--- config.mk ---
export PLATFORM = sky130hd
export DESIGN_NAME = hz_unit
export DESIGN_NICKNAME = d
export VERILOG_FILES = /design/src/rtl/hz_pkg.sv /design/src/rtl/hz_fwd_sel.sv /design/src/rtl/hz_interlock.sv /design/src/rtl/hz_branch_ctl.sv /design/src/rtl/hz_unit.sv
export SDC_FILE = /design/constraint.sdc
export NUM_CORES = 1
export LEC_CHECK = 0
export ABC_AREA = 1
export CAP_MARGIN = 20
export CORE_AREA = 3 3 40 42
export DETAILED_ROUTE_END_ITERATION = 10
export DIE_AREA = 0 0 43 45
export DONT_BUFFER_PORTS = 1
export GPL_ROUTABILITY_DRIVEN = 0
export PLACE_DENSITY_LB_ADDON = 0.25
export SLEW_MARGIN = 20
export SYNTH_ARGS = -nofsm -noshare
export SYNTH_HDL_FRONTEND = slang
export SYNTH_SLANG_ARGS = --single-unit
--- constraint.sdc ---
create_clock -name vclk -period 3.01
set_clock_uncertainty 0.05 [all_clocks]
set_input_delay 0.602 -clock vclk [all_inputs]
set_output_delay 0.602 -clock vclk [all_outputs]
set_load 0.02 [all_outputs]
--- src/rtl/hz_pkg.sv ---
package hz_pkg;
  typedef enum logic [1:0] {
    FWD_RF  = 2'b00,
    FWD_WB  = 2'b01,
    FWD_MEM = 2'b10
  } fwd_sel_e;

  localparam int unsigned NUM_SRC = 2;
endpackage

--- src/rtl/hz_fwd_sel.sv ---
module hz_fwd_sel
  import hz_pkg::*;
#(
  parameter int unsigned AW = 5
) (
  input  logic          clk,
  input  logic          rst_n,
  input  logic [AW-1:0] src,
  input  logic [AW-1:0] mem_rd,
  input  logic          mem_wen,
  input  logic [AW-1:0] wb_rd,
  input  logic          wb_wen,
  output fwd_sel_e      sel
);
  logic src_live;
  logic hit_mem;
  logic hit_wb;

  assign src_live = (src != '0);
  assign hit_mem  = src_live && mem_wen && (mem_rd == src);
  assign hit_wb   = src_live && wb_wen  && (wb_rd  == src);

  always_comb begin
    sel = FWD_RF;
    if (hit_mem)     sel = FWD_MEM;
    else if (hit_wb) sel = FWD_WB;
  end

  // producers without write enable never feed the operand
  a_r5_no_wen_no_bypass: assert property (@(posedge clk) disable iff (!rst_n)
    (!mem_wen && !wb_wen) |-> (sel == FWD_RF));

  // register zero always reads the register file
  a_r4_zero_reads_rf: assert property (@(posedge clk) disable iff (!rst_n)
    (src == '0) |-> (sel == FWD_RF));

  // the writeback path is only chosen when memory stage does not match
  a_r3_wb_not_when_mem: assert property (@(posedge clk) disable iff (!rst_n)
    (sel == FWD_WB) |-> !(mem_wen && mem_rd == src));
endmodule

--- src/rtl/hz_interlock.sv ---
module hz_interlock
  import hz_pkg::*;
#(
  parameter int unsigned AW = 5
) (
  input  logic          clk,
  input  logic          rst_n,
  input  logic [AW-1:0] dec_src [NUM_SRC],
  input  logic          dec_use [NUM_SRC],
  input  logic          dec_branch,
  input  logic [AW-1:0] ex_rd,
  input  logic          ex_wen,
  input  logic          ex_load,
  input  logic [AW-1:0] mem_rd,
  input  logic          mem_wen,
  input  logic          mem_load,
  output logic          stall
);
  logic [NUM_SRC-1:0] load_use;
  logic [NUM_SRC-1:0] br_wait;

  for (genvar i = 0; i < NUM_SRC; i++) begin : g_src
    logic live;
    logic ex_hit;
    logic mem_hit;
    assign live    = dec_use[i] && (dec_src[i] != '0);
    assign ex_hit  = live && ex_wen  && (ex_rd  == dec_src[i]);
    assign mem_hit = live && mem_wen && (mem_rd == dec_src[i]);
    assign load_use[i] = ex_hit && ex_load;
    assign br_wait[i]  = dec_branch && (ex_hit || (mem_hit && mem_load));
  end

  assign stall = (|load_use) || (|br_wait);

  // a load feeding the next instruction's used source must stall
  a_r6_load_use_stalls: assert property (@(posedge clk) disable iff (!rst_n)
    (ex_load && ex_wen && ex_rd != '0 && dec_use[0] && dec_src[0] == ex_rd) |-> stall);

  // with no writing producer in execute or memory, nothing stalls
  a_r5_quiet_no_stall: assert property (@(posedge clk) disable iff (!rst_n)
    (!ex_wen && !mem_wen) |-> !stall);

  // a branch waits for the instruction in execute
  a_r7_branch_waits_ex: assert property (@(posedge clk) disable iff (!rst_n)
    (dec_branch && ex_wen && ex_rd != '0 && dec_use[1] && dec_src[1] == ex_rd) |-> stall);
endmodule

--- src/rtl/hz_branch_ctl.sv ---
module hz_branch_ctl (
  input  logic clk,
  input  logic rst_n,
  input  logic slot_mode,
  input  logic dec_branch,
  input  logic dec_taken,
  input  logic stall,
  output logic flush_fetch
);
  logic resolve_now;

  assign resolve_now = dec_branch && !stall;
  assign flush_fetch = resolve_now && dec_taken && !slot_mode;

  // the delay slot always completes
  a_r10_slot_kept: assert property (@(posedge clk) disable iff (!rst_n)
    slot_mode |-> !flush_fetch);

  // no squash while the branch is still waiting for an operand
  a_r11_no_flush_in_stall: assert property (@(posedge clk) disable iff (!rst_n)
    stall |-> !flush_fetch);

  // a not-taken branch never squashes
  a_r11_not_taken_keeps: assert property (@(posedge clk) disable iff (!rst_n)
    !dec_taken |-> !flush_fetch);
endmodule

--- src/rtl/hz_unit.sv ---
module hz_unit
  import hz_pkg::*;
#(
  parameter int unsigned AW = 5
) (
  input  logic          clk,
  input  logic          rst_n,
  input  logic          slot_mode,
  input  logic [AW-1:0] dec_rs1,
  input  logic [AW-1:0] dec_rs2,
  input  logic          dec_use1,
  input  logic          dec_use2,
  input  logic          dec_branch,
  input  logic          dec_taken,
  input  logic [AW-1:0] ex_rs1,
  input  logic [AW-1:0] ex_rs2,
  input  logic [AW-1:0] ex_rd,
  input  logic          ex_wen,
  input  logic          ex_load,
  input  logic [AW-1:0] mem_rd,
  input  logic          mem_wen,
  input  logic          mem_load,
  input  logic [AW-1:0] wb_rd,
  input  logic          wb_wen,
  output logic [1:0]    fwd_a,
  output logic [1:0]    fwd_b,
  output logic          stall,
  output logic          flush_fetch
);
  logic [AW-1:0] ex_src  [NUM_SRC];
  logic [AW-1:0] dec_src [NUM_SRC];
  logic          dec_use [NUM_SRC];
  fwd_sel_e      sel     [NUM_SRC];

  assign ex_src[0]  = ex_rs1;
  assign ex_src[1]  = ex_rs2;
  assign dec_src[0] = dec_rs1;
  assign dec_src[1] = dec_rs2;
  assign dec_use[0] = dec_use1;
  assign dec_use[1] = dec_use2;

  for (genvar i = 0; i < NUM_SRC; i++) begin : g_opnd
    hz_fwd_sel #(.AW(AW)) u_sel (
      .clk     (clk),
      .rst_n   (rst_n),
      .src     (ex_src[i]),
      .mem_rd  (mem_rd),
      .mem_wen (mem_wen),
      .wb_rd   (wb_rd),
      .wb_wen  (wb_wen),
      .sel     (sel[i])
    );
  end

  assign fwd_a = sel[0];
  assign fwd_b = sel[1];

  hz_interlock #(.AW(AW)) u_lock (
    .clk        (clk),
    .rst_n      (rst_n),
    .dec_src    (dec_src),
    .dec_use    (dec_use),
    .dec_branch (dec_branch),
    .ex_rd      (ex_rd),
    .ex_wen     (ex_wen),
    .ex_load    (ex_load),
    .mem_rd     (mem_rd),
    .mem_wen    (mem_wen),
    .mem_load   (mem_load),
    .stall      (stall)
  );

  hz_branch_ctl u_br (
    .clk         (clk),
    .rst_n       (rst_n),
    .slot_mode   (slot_mode),
    .dec_branch  (dec_branch),
    .dec_taken   (dec_taken),
    .stall       (stall),
    .flush_fetch (flush_fetch)
  );

  // writeback producers alone never hold a branch
  a_r8_wb_no_branch_hold: assert property (@(posedge clk) disable iff (!rst_n)
    (dec_branch && !ex_wen && !mem_load) |-> !stall);

  // squash mode discards the fetched successor of a taken branch
  a_r9_squash_taken: assert property (@(posedge clk) disable iff (!rst_n)
    (!slot_mode && dec_branch && dec_taken && !stall) |-> flush_fetch);
endmodule

==> flow_metrics.env, run 1 <==
export IMPL_cts_hold_buf=0
export IMPL_p_per_area_nw_per_um2=98.6
export IMPL_worstHoldStart="dec_branch"
export IMPL_timing_fmax_mhz=452
export IMPL_critical_path_required_ns=2.36
export IMPL_synth_top_family_by_area="simple AND/OR/NAND/NOR gates"
export IMPL_ctsResizeCount=0
export IMPL_hpwl_um=1780
export IMPL_die_h_um=45
export IMPL_synth_cell_type_count=18
export IMPL_status="complete, no violations"
export IMPL_avgSynthCellArea_um2=4.73
export IMPL_num_vias=908
export IMPL_setup_viol=0
export IMPL_grt_usage_pct=19.2
export IMPL_synthMuxAreaShare_pct=0
export IMPL_wirelength_um=1990
export IMPL_die_area_um2=1940
export IMPL_seqCellArea_um2=0
export IMPL_seq_cells=0
export IMPL_critical_path_top_delay_family="simple AND/OR/NAND/NOR gates"
export IMPL_areaGrowthSynthToFinish_pct=0.505
export IMPL_final_core_util_pct=58.1
export IMPL_num_nets_final=204
export IMPL_grt_ovfl_total=0
export IMPL_maxSlewViolCount=0
export IMPL_final_common_cell="nand2_1"
export IMPL_timing_final_crit_share_pct=73.5
export IMPL_critPathMaxFanout=5
export IMPL_worst_slew_pin_slew_ns=0.433
export IMPL_yosys_area_share_adder_pct=0
export IMPL_ir_drop_mv=0.0436
export IMPL_finish_instance_area_um2=747
export IMPL_crit_path_start="mem_rd[3]"
export IMPL_crit_top_cell="nor2_1"
export IMPL_nClkBuffers=0
export IMPL_crit_path_max_incr_delay_ns=0.36
export IMPL_placed_area_um2=747
export IMPL_viasPerCell=5.34
export IMPL_start_util_pct=57.8
export IMPL_cap_violations=0
export IMPL_grt_pass1_vias=813
export IMPL_synth_nets=204
export IMPL_min_path_cells=2
export IMPL_arrival_ns=1.56
export IMPL_grt_pass1_wl_um=3110
export IMPL_fin_tns_setup_ns=0
export IMPL_ios=53
export IMPL_drive_gt1_share_pct=3.87
export IMPL_finalHoldViolCount=0
export IMPL_drt_iter0_markers=21
export IMPL_core_um2=1280
export IMPL_drc=0
export IMPL_ys_seq_area_share_pct=0
export IMPL_route_detailed_wl_per_inst_um=11.7
export IMPL_rsz0062_at_grt="no"
export IMPL_critPathLaunchType="primary input"
export IMPL_fp_dieW_um=43
export IMPL_netlist_area_um2=743
export IMPL_antenna_found_initial=0
export IMPL_grt_max_degree=7
export IMPL_worstPathCellList="inv_1, o21ai_0, nor2_1, o2111ai_1, nor2_1, nor2_1"
export IMPL_ant_nets=0
export IMPL_min_period_ns=2.21
export IMPL_crit_cells=6
export IMPL_max_slew_margin_pct=71.0
export IMPL_cts_setup_buffers=0
export IMPL_synthSimpleGateAreaFrac_pct=56.1
export IMPL_cp_end_kind="output port"
export IMPL_insertedDiodeCount=0
export IMPL_worst_setup_path_type="primary input to output port"
export IMPL_syn_inst=157
export IMPL_yosys_warnings=0
export IMPL_final_cell_mix="50 x nand2_1, 29 x inv_1, 22 x nor2_1"
export IMPL_place_port_buffers=0
export IMPL_hp_class="primary input to output port"
export IMPL_synth_compound_area_share_pct=12.0
export IMPL_firstDrtPassIters=4
export IMPL_rows=13
export IMPL_synth_xor_area_share_pct=15.3
export IMPL_crit_buf_inv=1
export IMPL_power_leakage_nw=0.433
export IMPL_slowest_stage="nor2_1"
-- path summary, 6_finish.rpt --
| path | end | slack [ns] |
|---|---|---|
| worst max-delay path | fwd_a[0] | 0.80 |
| worst min-delay path | flush_fetch | 1.30 |
-- cell usage after synthesis, drive strengths merged --
library cell  instances  area share (%)
nor3                  3             2.0
a21oi                 5             3.4
xnor2                 5             5.9
nand2                51              26
inv                  29              15
xor2                  8             9.4
or2                   3             2.5
o2111ai               3             3.5
nand3b                1             1.0
nand4                 2             1.7
buf                   2             2.0
o22ai                 2             1.7
nand3                15              11
nor2                 23              12
o21ai                 5             3.4
-- power breakdown --
part | internal, W | switching (W)
clock | 0 | 0
combinational | 0.0000335 | 0.0000402
sequential | 0 | 0
total | 0.0000335 | 0.0000402
-- kinds of logic (layout without fill, tap and decap cells) --
logic type,Yosys count,after routing
xor gates and xnor gates,13,13
buffers and inverters,31,29
and+or+nand+nor,98,98
AOI/OAI and AO/OA,15,15
-- cell type report --
type                            count  area, um2
Tap cell                           15       18.8
Fill cell                         145        538
Multi-Input combinational cell    126        619
Inverter                           29        109
-- stage by stage --
stage          power (W)  instances  setup WS [ns]  hold WS [ns]
3_5_place_dp   0.0000735        170          0.792          1.30
2_1_floorplan  0.0000649        157          0.978          1.29
6_report       0.0000737        170          0.797          1.30
4_1_cts        0.0000737        170          0.795          1.30
3_3_place_gp   0.0000709        170          0.795          1.30
5_1_grt        0.0000840        170          0.682          1.32
-- routing by layer --
metal / track usage (%) / wire length [um] / share of wire (%) / vias to the layer above
met3: 4.38 / 251 / 13 / 0
met2: 31.7 / 891 / 45 / 39
met1: 26.4 / 848 / 43 / 384
li1: - / - / - / 485
met5: 0 / 0 / 0 / -
met4: 2.41 / 0 / 0 / 0
Note: power is estimated with default switching activity, not from simulation.
==> inputs of run 2 (changes only) <==
==> constraint.sdc (replaced) <==
create_clock -name vclk -period 2.3
set_clock_uncertainty 0.05 [all_clocks]
set_input_delay 0.46 -clock vclk [all_inputs]
set_output_delay 0.46 -clock vclk [all_outputs]
set_load 0.02 [all_outputs]
==> flow_metrics.env, run 2 (synthesis results as in run 1) <==
export IMPL_rsz0062_at_grt="no"
export IMPL_cp_end_kind="output port"
export IMPL_timing_fmax_mhz=520
export IMPL_cts_setup_buffers=0
export IMPL_grt_max_degree=7
export IMPL_critPathLaunchType="primary input"
export IMPL_final_core_util_pct=58.7
export IMPL_max_slew_margin_pct=70.8
export IMPL_grt_pass1_wl_um=3260
export IMPL_maxSlewViolCount=0
export IMPL_timing_final_crit_share_pct=83.6
export IMPL_num_vias=899
export IMPL_crit_path_max_incr_delay_ns=0.34
export IMPL_worstPathCellList="inv_1, or2_2, o2111ai_1, nor2_1, nor2_1"
export IMPL_setup_viol=0
export IMPL_worst_setup_path_type="primary input to output port"
export IMPL_drt_iter0_markers=20
export IMPL_route_detailed_wl_per_inst_um=11.5
export IMPL_cap_violations=0
export IMPL_drc=0
export IMPL_start_util_pct=57.8
export IMPL_finalHoldViolCount=0
export IMPL_hp_class="primary input to output port"
export IMPL_multiInputGateArea_um2=619
export IMPL_grt_pass1_vias=846
export IMPL_fillerInstances=143
export IMPL_power_leakage_nw=0.438
export IMPL_fin_tns_setup_ns=0
export IMPL_critical_path_required_ns=1.79
export IMPL_ant_nets=0
export IMPL_grt_ovfl_total=0
export IMPL_die_h_um=45
export IMPL_min_path_cells=2
export IMPL_num_nets_final=205
export IMPL_hpwl_um=1750
export IMPL_p_per_area_nw_per_um2=128
export IMPL_areaGrowthSynthToFinish_pct=1.52
export IMPL_seqCellArea_um2=0
export IMPL_drive_gt1_share_pct=4.49
export IMPL_die_area_um2=1940
export IMPL_insertedDiodeCount=0
export IMPL_ctsResizeCount=0
export IMPL_dp_cells=171
export IMPL_fp_dieW_um=43
export IMPL_final_common_cell="nand2_1"
export IMPL_placed_area_um2=754
export IMPL_rows=13
export IMPL_worst_slew_pin_slew_ns=0.436
export IMPL_fin_cells=171
export IMPL_viasPerCell=5.26
export IMPL_ios=53
export IMPL_status="complete, no violations"
export IMPL_slowest_stage="nor2_1"
export IMPL_grt_usage_pct=20.2
export IMPL_holdWs_ns=1.01
export IMPL_final_cell_mix="50 x nand2_1, 29 x inv_1, 22 x nor2_1"
export IMPL_ir_drop_mv=0.0580
export IMPL_place_port_buffers=0
export IMPL_crit_top_cell="nor2_1"
export IMPL_firstDrtPassIters=4
export IMPL_arrival_ns=1.41
export IMPL_antenna_found_initial=0
export IMPL_cts_hold_buf=0
export IMPL_min_period_ns=1.92
export IMPL_wirelength_um=1960
export IMPL_seq_cells=0
export IMPL_critPathMaxFanout=6
export IMPL_nClkBuffers=0
export IMPL_finish_instance_area_um2=754
export IMPL_core_um2=1280
run 2: power by group:
group          switching, W  total [W]  leakage [nW]  internal [W]
Combinational     0.0000522  0.0000964         0.438     0.0000442
Sequential                0          0             0             0
Clock                     0          0             0             0
Total             0.0000522  0.0000964         0.438     0.0000442
run 2: worst paths after layout:
path	start	endpoint	slack [ns]
worst max-delay path	mem_rd[0]	fwd_b[0]	0.38
worst min-delay path	dec_branch	flush_fetch	1.01
run 2: cell type report:
type / instances / area share [%]
Multi-Input combinational cell: 126 / 82.1
Timing Repair Buffer: 1 / 0.995
Inverter: 29 / 14.4
Tap cell: 15 / 2.49
run 2: worst max-delay path, delay by kind of cell:
kind / cells / cell delay [ns]
AOI/OAI and AO/OA: 1 / 0.09
and+or+nand+nor: 3 / 0.78
buffers and inverters: 1 / 0.07
run 2: through the flow:
step | power [W] | worst slack [ns]
after floorplan | 0.0000849 | 0.552
after global placement | 0.0000933 | 0.384
after detailed placement | 0.0000962 | 0.379
after CTS | 0.0000966 | 0.375
after global routing | 0.000111 | 0.287
final | 0.0000964 | 0.378
run 2: per-layer routing:
metal  part of all wire [%]  GRT usage [%]
met1                     45           28.6
met4                      0           1.20
met2                     44           32.9
met3                     11           4.78
met5                      0              0
